`config.mk`:
```
export PLATFORM = sky130hd
export DESIGN_NAME = boot_loader_seq
export DESIGN_NICKNAME = d
export VERILOG_FILES = /design/src/rtl/bl_pkg.sv /design/src/rtl/bl_byte_packer.sv /design/src/rtl/bl_echo.sv /design/src/rtl/bl_seq_fsm.sv /design/src/rtl/boot_loader_seq.sv
export SDC_FILE = /design/constraint.sdc
export NUM_CORES = 1
export LEC_CHECK = 0
export BUFFER_PORTS_ARGS = -buffer_cell sky130_fd_sc_hd__buf_4
export CAP_MARGIN = 15
export CORE_ASPECT_RATIO = 0.6
export CORE_MARGIN = 2
export CORE_UTILIZATION = 50
export CTS_CLUSTER_DIAMETER = 40
export DETAILED_ROUTE_END_ITERATION = 8
export GPL_ROUTABILITY_DRIVEN = 0
export PLACE_DENSITY = 0.71
export SLEW_MARGIN = 5
export SYNTH_ARGS = -nofsm -noshare
export SYNTH_HDL_FRONTEND = slang
export SYNTH_SLANG_ARGS = --single-unit
```
`constraint.sdc`:
```
create_clock -name clk -period 4.4 [get_ports clk]
set_input_delay 0.44 -clock clk [delete_from_list [all_inputs] [get_ports clk]]
set_output_delay 0.44 -clock clk [all_outputs]
set_load 0.02 [all_outputs]
```
`src/rtl/bl_pkg.sv`:
```
package bl_pkg;

    localparam int BL_BYTE_W     = 8;
    localparam int BL_WORD_BYTES = 3;
    localparam int BL_WORD_W     = BL_BYTE_W * BL_WORD_BYTES;

    typedef enum logic [2:0] {
        ST_SIZE   = 3'd0,
        ST_ADDR   = 3'd1,
        ST_LOAD   = 3'd2,
        ST_CLEAR  = 3'd3,
        ST_LAUNCH = 3'd4,
        ST_DONE   = 3'd5
    } boot_state_t;

endpackage

```
`src/rtl/bl_byte_packer.sv`:
```
module bl_byte_packer #(
    parameter int BYTE_W     = 8,
    parameter int WORD_BYTES = 3
) (
    input  logic                           clk,
    input  logic                           rst_n,
    input  logic                           byte_en,
    input  logic [BYTE_W-1:0]              byte_in,
    output logic                           word_valid,
    output logic [BYTE_W*WORD_BYTES-1:0]   word_out
);
    localparam int WORD_W = BYTE_W * WORD_BYTES;
    localparam int IDX_W  = (WORD_BYTES > 2) ? $clog2(WORD_BYTES) : 1;
    localparam logic [IDX_W-1:0] LAST_IDX = IDX_W'(WORD_BYTES - 1);

    logic [IDX_W-1:0]  idx_q;
    logic [WORD_W-1:0] acc_q;

    // Bytes land least significant first; the final byte completes the word.
    always_ff @(posedge clk) begin
        if (!rst_n) begin
            idx_q      <= '0;
            acc_q      <= '0;
            word_valid <= 1'b0;
            word_out   <= '0;
        end else begin
            word_valid <= 1'b0;
            if (byte_en) begin
                if (idx_q == LAST_IDX) begin
                    word_out   <= {byte_in, acc_q[WORD_W-BYTE_W-1:0]};
                    word_valid <= 1'b1;
                    idx_q      <= '0;
                end else begin
                    acc_q[idx_q*BYTE_W +: BYTE_W] <= byte_in;
                    idx_q <= idx_q + 1'b1;
                end
            end
        end
    end

endmodule

```
`src/rtl/bl_echo.sv`:
```
module bl_echo #(
    parameter int BYTE_W = 8
) (
    input  logic              clk,
    input  logic              rst_n,
    input  logic              en,
    input  logic [BYTE_W-1:0] byte_in,
    output logic              tx_valid,
    output logic [BYTE_W-1:0] tx_byte
);
    always_ff @(posedge clk) begin
        if (!rst_n) begin
            tx_valid <= 1'b0;
            tx_byte  <= '0;
        end else begin
            tx_valid <= en;
            if (en) begin
                tx_byte <= byte_in;
            end
        end
    end

endmodule

```
`src/rtl/bl_seq_fsm.sv`:
```
module bl_seq_fsm
    import bl_pkg::*;
#(
    parameter int WORD_W = 24
) (
    input  logic              clk,
    input  logic              rst_n,
    input  logic              word_valid,
    input  logic [WORD_W-1:0] word_in,
    output logic              accepting,
    output logic              mem_we,
    output logic [WORD_W-1:0] mem_addr,
    output logic [WORD_W-1:0] mem_wdata,
    output logic              mode_clr,
    output logic              ccr_clr,
    output logic              start_pulse,
    output logic [WORD_W-1:0] start_addr,
    output logic              busy
);
    boot_state_t       state_q, state_d;
    logic [WORD_W-1:0] size_q;
    logic [WORD_W-1:0] base_q;
    logic [WORD_W-1:0] offset_q;
    logic              last_word;

    assign last_word = (offset_q + 1'b1) == size_q;

    // State register.
    always_ff @(posedge clk) begin
        if (!rst_n) begin
            state_q <= ST_SIZE;
        end else begin
            state_q <= state_d;
        end
    end

    // Transitions.
    always_comb begin
        state_d = state_q;
        unique case (state_q)
            ST_SIZE:   if (word_valid) state_d = ST_ADDR;
            ST_ADDR:   if (word_valid) state_d = (size_q == '0) ? ST_CLEAR : ST_LOAD;
            ST_LOAD:   if (word_valid && last_word) state_d = ST_CLEAR;
            ST_CLEAR:  state_d = ST_LAUNCH;
            ST_LAUNCH: state_d = ST_DONE;
            ST_DONE:   state_d = ST_DONE;
        endcase
    end

    // Header and offset registers.
    always_ff @(posedge clk) begin
        if (!rst_n) begin
            size_q   <= '0;
            base_q   <= '0;
            offset_q <= '0;
        end else if (word_valid) begin
            unique case (state_q)
                ST_SIZE: size_q <= word_in;
                ST_ADDR: begin
                    base_q   <= word_in;
                    offset_q <= '0;
                end
                ST_LOAD: offset_q <= offset_q + 1'b1;
                default: ;
            endcase
        end
    end

    // Outputs.
    always_comb begin
        accepting   = 1'b0;
        mem_we      = 1'b0;
        mode_clr    = 1'b0;
        ccr_clr     = 1'b0;
        start_pulse = 1'b0;
        busy        = 1'b1;
        unique case (state_q)
            ST_SIZE, ST_ADDR: accepting = 1'b1;
            ST_LOAD: begin
                accepting = 1'b1;
                mem_we    = word_valid;
            end
            ST_CLEAR: begin
                mode_clr = 1'b1;
                ccr_clr  = 1'b1;
            end
            ST_LAUNCH: start_pulse = 1'b1;
            ST_DONE:   busy = 1'b0;
        endcase
    end

    assign mem_addr   = base_q + offset_q;
    assign mem_wdata  = word_in;
    assign start_addr = base_q;

endmodule

```
`src/rtl/boot_loader_seq.sv`:
```
module boot_loader_seq
    import bl_pkg::*;
#(
    parameter int BYTE_W     = BL_BYTE_W,
    parameter int WORD_BYTES = BL_WORD_BYTES
) (
    input  logic                         clk,
    input  logic                         rst_n,
    input  logic                         rx_valid,
    input  logic [BYTE_W-1:0]            rx_byte,
    output logic                         tx_valid,
    output logic [BYTE_W-1:0]            tx_byte,
    output logic                         mem_we,
    output logic [BYTE_W*WORD_BYTES-1:0] mem_addr,
    output logic [BYTE_W*WORD_BYTES-1:0] mem_wdata,
    output logic                         mode_clr,
    output logic                         ccr_clr,
    output logic                         start_pulse,
    output logic [BYTE_W*WORD_BYTES-1:0] start_addr,
    output logic                         busy
);
    localparam int WORD_W = BYTE_W * WORD_BYTES;

    logic              accepting;
    logic              take_byte;
    logic              word_valid;
    logic [WORD_W-1:0] word;

    assign take_byte = rx_valid && accepting;

    bl_echo #(.BYTE_W(BYTE_W)) u_echo (
        .clk      (clk),
        .rst_n    (rst_n),
        .en       (take_byte),
        .byte_in  (rx_byte),
        .tx_valid (tx_valid),
        .tx_byte  (tx_byte)
    );

    bl_byte_packer #(.BYTE_W(BYTE_W), .WORD_BYTES(WORD_BYTES)) u_pack (
        .clk        (clk),
        .rst_n      (rst_n),
        .byte_en    (take_byte),
        .byte_in    (rx_byte),
        .word_valid (word_valid),
        .word_out   (word)
    );

    bl_seq_fsm #(.WORD_W(WORD_W)) u_fsm (
        .clk         (clk),
        .rst_n       (rst_n),
        .word_valid  (word_valid),
        .word_in     (word),
        .accepting   (accepting),
        .mem_we      (mem_we),
        .mem_addr    (mem_addr),
        .mem_wdata   (mem_wdata),
        .mode_clr    (mode_clr),
        .ccr_clr     (ccr_clr),
        .start_pulse (start_pulse),
        .start_addr  (start_addr),
        .busy        (busy)
    );

endmodule

```
Word level (Yosys, flattened, before mapping)
Index checks and enable logic that the tools add are counted.
{ "word_totals": {"regBits": 135, "latch_bits": 0, "ramBits": 0, "mem_bits_ro": 0, "inputBits": 11, "output_inout_bits": 86, "memories": 0} }
{ "classes": {"addsub": 4, "n_mul": 0, "div_mod_pow": 0, "order_cmp": 0, "eq_ne": 10, "shift": 2, "mux": 14, "n_bitwise": 1, "n_reduce_logical": 14} }
{ "op_table": {"columns": ["op", "count"], "rows": [
  ["24-bit one-hot mux with 2 select lines", 1],
  ["5-bit negation with 34-bit output", 1],
  ["8-bit by 34-bit variable shift with 24-bit output, first input constant", 1],
  ["8-bit by 34-bit variable part select with 24-bit output", 1],
  ["24-bit by 1-bit adder with 24-bit output, second input constant", 1],
  ["24-bit adder", 1],
  ["24-bit bitwise mux", 1],
  ["24-bit equality test", 1],
  ["24-bit logical NOT", 1],
  ["3-bit one-hot mux with 5 select lines", 1],
  ["2-bit AND reduction", 6],
  ["3-bit two-way mux", 3],
  ["1-bit two-way mux", 7],
  ["3-bit by 2-bit equality test with 1-bit output, second input constant", 2],
  ["3-bit equality test, second input constant", 2],
  ["2-bit != test, second input constant", 2],
  ["3-bit by 1-bit equality test with 1-bit output, second input constant", 1],
  ["3-bit logical NOT", 1],
  ["3-bit AND reduction", 1],
  ["3-bit OR reduction", 1],
  ["2-bit by 1-bit adder with 2-bit output, second input constant", 1],
  ["2-bit equality test, second input constant", 1],
  ["1-bit logical AND", 2],
  ["2-bit two-way mux", 1],
  ["4 further kinds", 4]
]} }

Longest topological paths before layout
{ "logic_depth": {"ltp_word": 5, "mapped_depth": 10} }

By module
Synthesis repeated with hierarchy kept, for this count alone.
{ "unflattened": {"cells_unflattened": 881, "hier_area_um2": 7226.9} }
{ "modules_own_cells": {"columns": ["module", "instances", "cells_each", "area_each_um2", "seq_area_each_um2"], "rows": [
  ["bl_seq_fsm", 1, 668, 5171.2, 1501.4],
  ["bl_byte_packer", 1, 185, 1720.4, 860.8],
  ["bl_echo", 1, 27, 329.1, 180.2],
  ["boot_loader_seq", 1, 1, 6.3, 0.0]
]} }

Worst setup path after synthesis
OpenSTA, ideal clock, no wires.
{ "synth_path": {"path_kind": "flip-flop to output port", "from": "reg u_fsm.base_q[6] (netlist: u_fsm.start_addr[6])", "to": "out mem_addr[23]", "t_arrival_ns": 2.608, "setup_slack_ns": 1.352, "path_stages_with_launch": 9, "n_path_buf": 0, "path_cell_list": "dfxtp_1 > ha_1 > a2111oi_0 > o21ai_0 > and4_1 > o22ai_1 > a211o_1 > a21oi_1 > nor3b_1"} }
{ "synth_between": {"elab_chain_cells": 1} }
{ "synth_rtl": {"columns": ["item", "line_no", "rtl"], "rows": [
  ["start, declared", "bl_seq_fsm.sv:22", "logic [WORD_W-1:0] base_q;"],
  ["start signal, assigned", "bl_seq_fsm.sv:60", "base_q <= word_in;"],
  ["24-bit adder", "bl_seq_fsm.sv:92", "assign mem_addr = base_q + offset_q;"],
  ["end, declared", "boot_loader_seq.sv:14", "output logic [BYTE_W*WORD_BYTES-1:0] mem_addr,"]
]} }
No other way between the ends.

Final worst setup path
{ "layout_path": {"from": "reg u_fsm.offset_q[0]", "to": "out mem_addr[22]"} }
{ "layout_between": {"elab_chain_cells": 1} }
{ "layout_rtl": {"columns": ["item", "line_no", "rtl"], "rows": [
  ["start, declared", "bl_seq_fsm.sv:23", "logic [WORD_W-1:0] offset_q;"],
  ["start signal, assigned", "bl_seq_fsm.sv:63", "ST_LOAD: offset_q <= offset_q + 1'b1;"],
  ["24-bit adder", "bl_seq_fsm.sv:92", null]
]} }
No other way between the ends.

==> results.cfg <==
[yosys]
ys_warn_count = 0
syn_nets = 946
synth_top_area_share_pct = 37.3
synth_edf_count = 0
synth_flop_cell = dfxtp_1
netlist_top_cells_area = dfxtp_1 37%, nand2_1 12%, a21oi_1 10%
netlist_area_um2 = 6820
synth_seq_cells = 127
synthCells = 905
synth-async-reset-ratio_pct = 0
synth_top_area_cell = dfxtp_1
synth_cell_types = 64
syn-mean-instance-area_um2 = 7.53
synth_seq_area_share_pct = 37.3

[drt]
ant_nets = 0
first_pass_iters = 5
drc = 0
drt_iter0_drc = 676
routedWlPerCell_um = 16.9
drt-total-wl_um = 19400
vias_per_cell = 5.77
vias = 6657

[pwr]
swShare_pct = 21.7
p_int_uw = 2170
power.total_uw = 2770
pwr-share-seq_pct = 42.4
p_comb_share_pct = 3.9
p_per_area_nw_per_um2 = 338
p_leak_uw = 0.00318
irDropWorstVdd_mv = 0.257
power.switching_uw = 603
clkPwrFrac_pct = 53.7

[floorplanning]
core_area_um2 = 13100
fp.dieH_um = 94.4
die_area_um2 = 14600
ioPinCount = 97
die_w_um = 155
num_rows = 32
start_util_pct = 52.1

[sta]
fin_setup_tns_ps = 0
setup_viol = 0
clock_skew_ps = 14.1
max_slew_margin_pct = 39.8
rsz0062_at_grt = false
min_period_ps = 3910
worstMarginPinSlew_ps = 901
finalCritPeriodShare_pct = 89.0
fmax_ghz = 0.255
drv_slew = 0
hold_viol_final = 0

[hold_path]
holdPathEnd = u_fsm.state_q[2]
hold_path_class = in2reg
min_from = rst_n
min_path_cells = 2

[grt]
antenna_found_initial = 0
grt.met2_usage_pct = 38.1
grt_busiest_layer = met1
use_met3_pct = 7.80
grt_max_degree = 89
grt_first_pass_wirelength_um = 31200
grt_util_met1_pct = 40.9
grt_overflow_total = 0
grt_usage_pct = 27.2
grt_pass1_vias = 5869

[run]
cap_violations = 0

[placed_design]
port_buffers = 96
hpwl_um = 13600

[clock_network]
insertion_delay_ps = 420
cts_hold_buf = 0
cts.sinks = 127
cts_resized = 0
cts_setup_buffers = 0
htree_levels = 4
ctsRootBufferMaster = clkbuf_16
clkTransAtPathRegs_ps = 50
cts_tree = built
numCtsBuffers = 17
cts_max_path_buffers = 2

[cells_and_area]
finalNetCount = 1012
num_antenna_cells = 0
syn_to_final_growth_pct = 20.3
drive_gt1_share_pct = 14.6

[worst_setup_path]
worstSetupPathType = reg2out
endpoint_kind = output port
crit_required_ps = 3960
arrival_ps = 3470
crit_path_start_kind = flip-flop
critPathMaxFanout = 7
reg2reg_slack_ps = 1360
r2r_cells = 7
regToRegStartpoint = u_fsm.offset_q[0]
reg2reg_to = u_fsm.state_q[0]

[outcome]
outcome = complete, no violations
power groups by stage:
stage | logic (µW) | registers (µW) | clock network (µW)
6_report | 109 | 1170 | 1490
5_1_grt | 119 | 1170 | 1550
4_1_cts | 107 | 1170 | 1500
3_5_place_dp | 107 | 1200 | 0
3_3_place_gp | 106 | 1200 | 0
2_1_floorplan | 63.1 | 1200 | 0
Yosys cell counts (2+ instances only):
| library cell | count |
|---|---|
| nor2b_1 | 6 |
| a31oi_1 | 4 |
| o211ai_1 | 2 |
| xor2_1 | 13 |
| inv_1 | 16 |
| nand2_1 | 212 |
| nand3b_1 | 5 |
| nand2b_1 | 3 |
| a22oi_1 | 6 |
| or2_2 | 3 |
| o21a_1 | 9 |
| a211oi_1 | 5 |
| or3_1 | 8 |
| o31ai_1 | 3 |
| a21o_1 | 6 |
| ha_1 | 29 |
| o41a_1 | 2 |
| nand3_1 | 33 |
| dfxtp_1 | 127 |
| and2_1 | 5 |
| xnor2_1 | 36 |
| o22ai_1 | 2 |
| o21ai_0 | 34 |
| and3_1 | 6 |
| a21oi_1 | 142 |
| o2111ai_1 | 2 |
| and4_1 | 3 |
| nor3_1 | 15 |
| a32oi_1 | 2 |
| buf_4 | 4 |
| and3_2 | 2 |
| o21bai_1 | 3 |
| nor2_1 | 54 |
| nand4_1 | 10 |
| nor4_1 | 13 |
| clkbuf_1 | 47 |
| nor3b_1 | 6 |
worst max-delay path, stage by stage (launching register included):
cell,delay (ps)
dfxtp_1,450
ha_1,250
inv_1,60
fa_1,390
nor2b_1,150
o31a_1,190
o2111ai_1,170
a21oi_1,510
o21ai_0,280
a31oi_1,270
xor2_1,170
buf_4,160
layout by cell type (no fill, tap or decap), types with 13 or more instances in the layout:
master / instances
ha_1: 29
xnor2_1: 36
inv_1: 16
buf_4: 99
dfxtp_1: 127
a21oi_1: 142
nand3_1: 33
xor2_1: 13
o21ai_0: 34
nor4_1: 13
clkbuf_16: 17
nand2_1: 212
nor2_1: 54
nor3_1: 14
registers in the layout, indices dropped and copies added (netlist names), 2 cells and up:
register and count:
u_fsm.state_q 3, u_fsm.size_q 24, u_fsm.offset_q 24, u_fsm.start_addr 24
u_pack.acc_q 16, u_pack.idx_q 2, u_echo.tx_byte 8, u_pack.word_out 24
layout make-up:
type                            count  area [µm²]
Fill cell                        1177        4900
Multi-Input combinational cell    708        3990
Sequential cell                   127        2540
Timing Repair Buffer              100         763
Clock buffer                       21         460
Tap cell                          170         213
Clock inverter                     10         161
Inverter                           17        65.1
how the worst max path moves through the flow:
stage	slack (ps)	to	cells after the start	startpoint
3_3_place_gp	990	mem_addr[22]	11	u_fsm.offset_q[0]
3_5_place_dp	960	mem_addr[22]	11	u_fsm.offset_q[0]
5_1_grt	200	mem_addr[22]	11	u_fsm.offset_q[0]
2_1_floorplan	1350	mem_addr[23]	8	u_fsm.start_addr[6]
6_report	490	mem_addr[22]	11	u_fsm.offset_q[0]
4_1_cts	520	mem_addr[22]	11	u_fsm.offset_q[0]
stage by stage:
stage,cells,hold WS [ps],utilization [%],worst slack (ps),cell area (µm²)
after floorplan,905,432,-,1350,6820
final,1153,287,62.6,486,8200
after global routing,1153,280,62.6,204,8200
after global placement,1122,442,57.9,992,7570
after detailed placement,1122,445,57.9,963,7570
after CTS,1153,279,62.6,519,8200
cell families after synthesis:
kind of cell / share of synthesized area, %
mux: 0.147
buf+inv: 4.20
fa+ha+maj: 5.62
flops: 37.3
xor+xnor: 6.30
simple gates: 26.3
compound gates: 20.1
metal layers:
metal | up-vias | wire length, µm
met5 | - | 0
met1 | 3083 | 10000
met3 | 28 | 1420
li1 | 3285 | -
met2 | 261 | 7760
met4 | 0 | 257
Power figures use the tool's default switching activity.
